--- src/rtl/cport_pkg.sv ---
package cport_pkg;

   typedef enum logic [2:0] {
      OC_HIT      = 3'd0,
      OC_HIT_RSV  = 3'd1,
      OC_MISS     = 3'd2,
      OC_RSV_FAIL = 3'd3
   } outcome_e;

   localparam int OUTCOME_W = 3;

   function automatic logic outcome_known(input logic [OUTCOME_W-1:0] code);
      return (code <= OUTCOME_W'(OC_RSV_FAIL));
   endfunction

   function automatic logic is_pow2(input int value);
      return (value > 0) && ((value & (value - 1)) == 0);
   endfunction

endpackage

--- src/rtl/cport_charge_calc.sv ---
module cport_charge_calc
   import cport_pkg::*;
#(
   parameter int LINE_BYTES = 128,
   parameter int PORT_BYTES = 32,
   parameter int SIZE_W     = 8,
   parameter int OCC_W      = 8
) (
   input  logic                 acc_valid,
   input  logic [OUTCOME_W-1:0] acc_outcome,
   input  logic [SIZE_W-1:0]    acc_bytes,
   input  logic                 acc_wb,
   input  logic                 fill_valid,
   output logic [OCC_W-1:0]     data_chg,
   output logic [OCC_W-1:0]     fill_chg,
   output logic                 bad_code
);

   localparam int QW       = SIZE_W + 1;
   localparam int LINE_CH  = LINE_BYTES / PORT_BYTES;
   localparam int SHIFT    = $clog2(PORT_BYTES);

   logic [QW-1:0]    padded;
   logic [QW-1:0]    hit_cycles;
   logic             known;

   assign padded = {1'b0, acc_bytes} + QW'(PORT_BYTES - 1);

   generate
      if (is_pow2(PORT_BYTES)) begin : g_shift_ceil
         assign hit_cycles = padded >> SHIFT;
      end else begin : g_div_ceil
         assign hit_cycles = padded / QW'(PORT_BYTES);
      end
   endgenerate

   assign known = outcome_known(acc_outcome);

   always_comb begin
      data_chg = '0;
      if (acc_valid && known) begin
         unique case (outcome_e'(acc_outcome))
            OC_HIT:               data_chg = OCC_W'(hit_cycles);
            OC_HIT_RSV, OC_MISS:  data_chg = acc_wb ? OCC_W'(LINE_CH) : '0;
            OC_RSV_FAIL:          data_chg = '0;
            default:              data_chg = '0;
         endcase
      end
   end

   assign fill_chg = fill_valid ? OCC_W'(LINE_CH) : '0;
   assign bad_code = acc_valid && !known;

endmodule

--- src/rtl/cport_occ_counter.sv ---
module cport_occ_counter #(
   parameter int OCC_W = 8
) (
   input  logic             clk,
   input  logic             rst_n,
   input  logic [OCC_W-1:0] charge,
   output logic             idle
);

   localparam logic [OCC_W:0] CAP = {1'b0, {OCC_W{1'b1}}};

   logic [OCC_W-1:0] count_q;
   logic [OCC_W:0]   raw_sum;
   logic [OCC_W-1:0] capped;
   logic [OCC_W-1:0] count_d;

   assign raw_sum = {1'b0, count_q} + {1'b0, charge};
   assign capped  = (raw_sum > CAP) ? CAP[OCC_W-1:0] : raw_sum[OCC_W-1:0];
   assign count_d = (capped == '0) ? '0 : capped - 1'b1;

   always_ff @(posedge clk or negedge rst_n) begin
      if (!rst_n) begin
         count_q <= '0;
      end else begin
         count_q <= count_d;
      end
   end

   assign idle = (count_q == '0);

endmodule

--- src/rtl/cport_util_stats.sv ---
module cport_util_stats #(
   parameter int STAT_W = 32
) (
   input  logic              clk,
   input  logic              rst_n,
   input  logic              clear,
   input  logic              data_busy,
   input  logic              fill_busy,
   output logic [STAT_W-1:0] avail,
   output logic [STAT_W-1:0] data_busy_cnt,
   output logic [STAT_W-1:0] fill_busy_cnt
);

   localparam int NCNT = 3;

   logic [NCNT-1:0]   bump;
   logic [STAT_W-1:0] cnt_q [NCNT];

   assign bump = {fill_busy, data_busy, 1'b1};

   generate
      for (genvar i = 0; i < NCNT; i++) begin : g_cnt
         always_ff @(posedge clk or negedge rst_n) begin
            if (!rst_n) begin
               cnt_q[i] <= '0;
            end else if (clear) begin
               cnt_q[i] <= '0;
            end else if (bump[i]) begin
               cnt_q[i] <= cnt_q[i] + 1'b1;
            end
         end
      end
   endgenerate

   assign avail         = cnt_q[0];
   assign data_busy_cnt = cnt_q[1];
   assign fill_busy_cnt = cnt_q[2];

endmodule

--- src/rtl/cache_port_meter.sv ---
module cache_port_meter
   import cport_pkg::*;
#(
   parameter int LINE_BYTES = 128,
   parameter int PORT_BYTES = 32,
   parameter int SIZE_W     = 8,
   parameter int OCC_W      = 8,
   parameter int STAT_W     = 32
) (
   input  logic              clk,
   input  logic              rst_n,
   input  logic              acc_valid,
   input  logic [2:0]        acc_outcome,
   input  logic [SIZE_W-1:0] acc_bytes,
   input  logic              acc_wb,
   input  logic              fill_valid,
   input  logic              stat_clear,
   output logic              data_free,
   output logic              fill_free,
   output logic              bad_outcome,
   output logic [STAT_W-1:0] stat_avail,
   output logic [STAT_W-1:0] stat_data_busy,
   output logic [STAT_W-1:0] stat_fill_busy
);

   localparam int LINE_CH    = LINE_BYTES / PORT_BYTES;
   localparam int MAX_HIT_CH = ((1 << SIZE_W) - 1 + PORT_BYTES - 1) / PORT_BYTES;
   localparam int OCC_MAX    = (1 << OCC_W) - 1;

   generate
      if (PORT_BYTES < 1 || LINE_BYTES < PORT_BYTES) begin : g_bad_width
         $error("cache_port_meter: PORT_BYTES must be at least 1 and no larger than LINE_BYTES");
      end
      if ((LINE_BYTES % PORT_BYTES) != 0) begin : g_bad_multiple
         $error("cache_port_meter: LINE_BYTES must be a whole multiple of PORT_BYTES");
      end
      if (PORT_BYTES > (1 << SIZE_W)) begin : g_bad_size
         $error("cache_port_meter: SIZE_W too narrow for PORT_BYTES");
      end
      if (OCC_MAX < 2 * LINE_CH || OCC_MAX < MAX_HIT_CH) begin : g_bad_occ
         $error("cache_port_meter: OCC_W cannot hold two line charges or the largest hit");
      end
      if (STAT_W < 2) begin : g_bad_stat
         $error("cache_port_meter: STAT_W must be at least 2");
      end
   endgenerate

   logic [OCC_W-1:0] data_chg;
   logic [OCC_W-1:0] fill_chg;
   logic             bad_code;
   logic             bad_q;

   cport_charge_calc #(
      .LINE_BYTES (LINE_BYTES),
      .PORT_BYTES (PORT_BYTES),
      .SIZE_W     (SIZE_W),
      .OCC_W      (OCC_W)
   ) u_calc (
      .acc_valid   (acc_valid),
      .acc_outcome (acc_outcome),
      .acc_bytes   (acc_bytes),
      .acc_wb      (acc_wb),
      .fill_valid  (fill_valid),
      .data_chg    (data_chg),
      .fill_chg    (fill_chg),
      .bad_code    (bad_code)
   );

   cport_occ_counter #(.OCC_W(OCC_W)) u_data_occ (
      .clk    (clk),
      .rst_n  (rst_n),
      .charge (data_chg),
      .idle   (data_free)
   );

   cport_occ_counter #(.OCC_W(OCC_W)) u_fill_occ (
      .clk    (clk),
      .rst_n  (rst_n),
      .charge (fill_chg),
      .idle   (fill_free)
   );

   cport_util_stats #(.STAT_W(STAT_W)) u_stats (
      .clk           (clk),
      .rst_n         (rst_n),
      .clear         (stat_clear),
      .data_busy     (!data_free),
      .fill_busy     (!fill_free),
      .avail         (stat_avail),
      .data_busy_cnt (stat_data_busy),
      .fill_busy_cnt (stat_fill_busy)
   );

   always_ff @(posedge clk or negedge rst_n) begin
      if (!rst_n) begin
         bad_q <= 1'b0;
      end else if (bad_code) begin
         bad_q <= 1'b1;
      end
   end

   assign bad_outcome = bad_q;

endmodule

--- config.mk ---
export PLATFORM = sky130hd
export DESIGN_NAME = cache_port_meter
export DESIGN_NICKNAME = d
export VERILOG_FILES = /design/src/rtl/cport_pkg.sv /design/src/rtl/cport_charge_calc.sv /design/src/rtl/cport_occ_counter.sv /design/src/rtl/cport_util_stats.sv /design/src/rtl/cache_port_meter.sv
export SDC_FILE = /design/constraint.sdc
export NUM_CORES = 1
export LEC_CHECK = 0
export BUFFER_PORTS_ARGS = -buffer_cell sky130_fd_sc_hd__buf_2
export CAP_MARGIN = 20
export CORE_MARGIN = 5
export CORE_UTILIZATION = 38
export CTS_CLUSTER_DIAMETER = 60
export DETAILED_ROUTE_END_ITERATION = 12
export SKIP_LAST_GASP = 1
export SLEW_MARGIN = 30
export SYNTH_ARGS = -nofsm -noshare
export SYNTH_HDL_FRONTEND = slang
export SYNTH_HIERARCHICAL = 1
export SYNTH_SLANG_ARGS = --single-unit
--- constraint.sdc ---
create_clock -name clk -period 3.9 [get_ports clk]
set_input_delay 0.195 -clock clk [delete_from_list [all_inputs] [get_ports clk]]
set_output_delay 0.195 -clock clk [all_outputs]
set_load 0.005 [all_outputs]
After elaboration in Yosys (flattened, before gate mapping):

Index checks and enable logic that the tools add are counted.

* bits of input ports: 17
* output and inout bits: 99
* register bits: 113
* logic and storage cells: 43

* multiplexer cells: 13
* reductions and logical operators: 9
* eq/ne operators: 4
* add/subtract/negate cells: 8
* magnitude comparators: 3

Operators with widths (count)
* 32-bit 2-to-1 mux: 5
* 32-bit by 1-bit adder with 32-bit output, second input constant: 3
* 8-bit 2-to-1 mux: 5
* 8-bit zero test: 4
* 9-bit by 8-bit greater-than comparator with 1-bit output, second input constant: 2
* 8-bit one-hot mux with 2 select lines: 1
* 8-bit by 1-bit subtractor with 8-bit output, second input constant: 2
* 8-bit by 3-bit adder with 9-bit output: 1
* 8-bit by 5-bit adder with 9-bit output, second input constant: 1
* 8-bit by 8-bit adder with 9-bit output: 1
* 3-bit 2-to-1 mux: 2
* 2-bit inequality test, second input constant: 2
* 3-bit by 1-bit == test with 1-bit output, second input constant: 1
* 3-bit by 2-bit == test with 1-bit output, second input constant: 1
* 3-bit by 2-bit less-or-equal comparator with 1-bit output, second input constant: 1
* 3-bit zero test: 1
* 1-bit logical AND: 2
* 2-bit OR reduction: 1
* 1-bit zero test: 1

Longest topological paths before layout:

* word-level depth: 9
* mapped depth: 14
* gate-level depth less buffers: 14

Cells and area by module:

Netlist, hierarchy kept.

By module, submodules not included
* cport_util_stats: seq. area each 2402.3 sq um, area an instance 4984.8 sq um, cells an instance 529, instances 1
* cport_occ_counter: seq. area each 200.2 sq um, area an instance 894.6 sq um, cells an instance 101, instances 2
* cport_charge_calc: seq. area each 0.0 sq um, area an instance 215.2 sq um, cells an instance 28, instances 1
* cache_port_meter: seq. area each 25.0 sq um, area an instance 38.8 sq um, cells an instance 4, instances 1

Worst setup path before layout:

No wires, ideal clock.

* kind: input -> register
* from: input acc_bytes[3]
* to: register u_data_occ.count_q[3]
* buffers on the path: 0
* stages on the path: 14
* library setup time: 0.138 ns
* data arrival time: 3.084 ns
* slack: 0.678 ns
* data required time: 3.762 ns
* cell sequence: or4_4 nor3_1 nor3b_1 ha_1 fa_1 a21oi_1 o21ai_1 a31o_2 nor2_1 ha_1 nand2b_1 mux2i_1 and4b_1 a21oi_1

* word-level cells in the longest chain between the ends: 8
* elaborated cells on any way between the ends: 9
* those cells by class: add/sub (3); order compare (1); mux (4); reduce/logical (1)

Ends and longest elaborated chain
* start: declaration: line cache_port_meter.sv:14 `input logic [SIZE_W-1:0] acc_bytes,`
* 8-bit by 5-bit adder with 9-bit output (*): line cport_charge_calc.sv:27 `assign padded = {1'b0, acc_bytes} + QW'(PORT_BYTES - 1);`
* 8-bit one-hot mux with 2 select lines (*): line cport_charge_calc.sv:42 `unique case (outcome_e'(acc_outcome))`
* 8-bit 2-to-1 mux (*): line cport_charge_calc.sv:41 `if (acc_valid && known) begin`
* via data_chg[0]: line cache_port_meter.sv:48 `logic [OCC_W-1:0] data_chg;`
* 8-bit by 8-bit adder with 9-bit output (*): line cport_occ_counter.sv:17 `assign raw_sum = {1'b0, count_q} + {1'b0, charge};`
* 9-bit by 8-bit greater-than comparator with 1-bit output: line cport_occ_counter.sv:18 `assign capped = (raw_sum > CAP) ? CAP[OCC_W-1:0] : raw_sum[OCC_W-1:0];`
* 8-bit 2-to-1 mux (*): line cport_occ_counter.sv:18
* 8-bit by 1-bit subtractor with 8-bit output / 8-bit zero test (equally long branches): line cport_occ_counter.sv:19 `assign count_d = (capped == '0) ? '0 : capped - 1'b1;`
* 8-bit 2-to-1 mux (*): line cport_occ_counter.sv:19
* via u_data_occ.count_d[3]: line cport_occ_counter.sv:15 `logic [OCC_W-1:0] count_d;`
* end signal: assignment: line cport_occ_counter.sv:25 `count_q <= count_d;`
* end: declaration: line cport_occ_counter.sv:12 `logic [OCC_W-1:0] count_q;`

The timed path passes the listed nets; every way through them passes the cells marked *.
A chain may end at the register's enable or synchronous reset.

Final worst setup path:

* from: input acc_bytes[3]
* to: register u_data_occ.count_q[4]

The elaborated chain is that of the path after synthesis.

==> flow_metrics.tcl <==
set metrics [dict create \
    outcome "finished clean" \
    cp_slowest_stage_delay_ns 0.56 \
    gr-total-overflow 0 \
    reg2reg_slack_ns 0.93 \
    port_buffers 115 \
    synth_top_family_by_area "simple AND/OR/NAND/NOR gates" \
    cts_sinks 113 \
    core_mm2 0.0181 \
    period_needed_ns 3.30 \
    vdd_drop_max_uv 231 \
    start_util_pct 38.9 \
    cp_data_arrival_time_ns 3.57 \
    rsz0062_at_grt "no" \
    grt_usage_pct 16.1 \
    tritoncts "built" \
    cts_made_buffers 17 \
    drc 0 \
    clk_pin_slew_ns 0.05 \
    synth.area.mux_share_pct 3.67 \
    io_pins 116 \
    end_kind "flop" \
    wire_per_inst_um 15.5 \
    cp-endpoint "u_data_occ/count_q[4]$_DFF_PN0_" \
    wl_mm 17.1 \
    start_kind "input port" \
    cts_buffer_depth 2 \
    syn_inst 763 \
    gp_congestion 0.843 \
    startpoint "acc_bytes[3]" \
    fin_crit_sh_pct 84.6 \
    grt_pass1_wl_mm 28.8 \
    clock_skew_ns 0.00790 \
    power.total_mw 3.84 \
    crit_chain "buf_2, or4_4, nor3_1, nor3b_1, ha_1, fa_1, a21oi_1, o21ai_1, a31o_2, nor2_1, ha_1, nand2b_1, mux2i_1, and4b_1, a21oi_1" \
    synth-compound-area-share_pct 12.1 \
    hold_viol 0 \
    die_h_um 146 \
    cts-root-buf "clkbuf_16" \
    cp_num_cells 15 \
    synthAdderAreaFrac_pct 4.66 \
    synth_edf_count 0 \
    yosys_warnings 6 \
    layout_common_cells "dfrtp_1, buf_2, nor2_1, a21oi_1, nand2_1" \
    dp_hpwl_mm 12.0 \
    async_flop_share_pct 100 \
    fin_tns_setup_ns 0 \
    synth-simple-area-share_pct 27.8 \
    timing.rr.start "u_data_occ/count_q[0]$_DFF_PN0_" \
    ys_seq_area_share_pct 40.2 \
    synth_top_area_share_pct 40.2 \
    yosys.area.top_type "dfrtp_1" \
    htreeDepth 4 \
    antenna_found_initial 0 \
    cts_resized 0 \
    finalSetupViolations 0 \
    placed_cells 1072 \
    cp_num_buf_inv 1 \
    row_count 49 \
    path_class "input port to flop" \
    final_util_pct 46.1 \
    required_ns 4.18 \
    grt_pass1_vias 5757 \
    drive_gt1_share_pct 21.7 \
    die-area_mm2 0.0213 \
    diodes 0 \
    postCtsSetupBuffers 0 \
    syn2layout_area_growth_pct 18.6 \
    min_path_cells 3 \
    cap_violations 0 \
    slew_violations 0 \
    clock_latency_ns 0.41 \
    ant_nets 0 \
    cp_slowest_cell "or4_4" \
    synth_cell_types 58 \
    synth_ff_type "dfrtp_1" \
    fin_nets 905 \
    hold_path.class "input port to flop" \
    p_per_area_mw_per_mm2 460 \
    dr.pass1.iters 5 \
    routed_via_density 5.49 \
    reg2reg_to "u_data_occ/count_q[4]$_DFF_PN0_" \
    grt_max_degree 114 \
    yosys-top-cells-area "dfrtp_1, xor2_1, nor2_1" \
    first_iter_violations 293 \
    synth-seq-cells 113 \
    worst_slew_pin_slew_ns 0.803 \
    r2r_cells 11 \
    die_width_um 146 \
    synth_area_mm2 0.00703 \
    synthXorXnorAreaFrac_pct 6.98 \
    syn_avg_cell_area_um2 9.21 \
    fmax_ghz 0.303 \
    leakage_nw 3.68 \
    vias 6064 \
    critical_path.max_fanout 6 \
    max-slew-margin-rel_pct 46.3 \
    stdcell_count 1105 \
    path_delay_family "simple AND/OR/NAND/NOR gates" \
]
-- power breakdown --
group / internal [mW] / switching, mW
registers: 1.25 / 0.0592
logic: 0.400 / 0.558
clock network: 1.04 / 0.528
total: 2.69 / 1.15
-- worst reg2reg max path, delay by kind of cell (launching register included) --
family	cells	cell delay [ns]
flops	1	0.41
simple gates	3	0.52
compound gates	4	0.75
fa+ha+maj	3	0.93
mux	1	0.23
-- registers in the layout, summed over array words and instances (netlist names) --
name                   cells
u_data_occ/count_q         8
u_stats/data_busy_cnt     32
bad_outcome                1
u_stats/fill_busy_cnt     32
u_fill_occ/count_q         8
u_stats/avail             32
-- Yosys cell counts, drive strengths merged, types with 24 or more instances --
cell,instances
nand2,45
or3,24
nor2,78
nand4,34
or4,37
o21ai,24
o31ai,27
xor2,37
clkbuf,26
dfrtp,113
nand3,34
a21oi,57
-- layout make-up --
class                      count  area [um2]
timing repair buffer         119         626
fill                        1787        9750
tap                          229         287
clock inverter                12         138
clock buffer                  20         467
multi-input combinational    593        3920
inverter                      19        71.3
sequential                   113        2830
-- repair_timing --
action | CTS | global route
hold buffers | 1 | 0
setup endpoints to repair | 0 | 0
endpoints found under the hold margin | 113 | 0
-- kinds of logic (layout without fill, tap and decap cells) --
family                     after synthesis  count (layout)
buffers and inverters                   67             170
DFF                                    113             113
xor gates and xnor gates                56              56
AOI/OAI and AO/OA                      135             135
and+or+nand+nor                        342             342
other                                    1              11
muxes                                   24              24
adders and majority gates               25              25
-- worst min-delay path by stage --
stage | from | end | slack (ns)
floorplan | rst_n | bad_outcome$_DFFE_PN0P_ | -0.10
global placement | rst_n | u_stats/fill_busy_cnt[26]$_DFFE_PN0P_ | 0.35
detailed placement | rst_n | u_stats/fill_busy_cnt[26]$_DFFE_PN0P_ | 0.35
CTS | acc_outcome[2] | bad_outcome$_DFFE_PN0P_ | 0.08
global route | acc_outcome[2] | bad_outcome$_DFFE_PN0P_ | 0.12
finish | acc_outcome[2] | bad_outcome$_DFFE_PN0P_ | 0.1
-- per-stage QoR --
step / setup WS [ns] / hold slack, ns / instance area [um2]
3_5_place_dp: 0.209 / 0.346 / 7720
3_3_place_gp: 0.335 / 0.346 / 7720
2_1_floorplan: 0.678 / -0.101 / 7070
4_1_cts: 0.655 / 0.0759 / 8340
6_report: 0.601 / 0.0965 / 8340
5_1_grt: 0.369 / 0.119 / 8340
-- per-layer routing --
metal	track usage (%)	vias to the layer above	routed length, um	share of wire [%]
li1	-	2999	-	-
met1	21.6	2921	8080	47
met2	25.2	127	7780	45
met3	4.64	17	1080	6.3
met4	4.99	0	211	1.2
met5	0	-	0	0
Power figures use the tool's default switching activity.
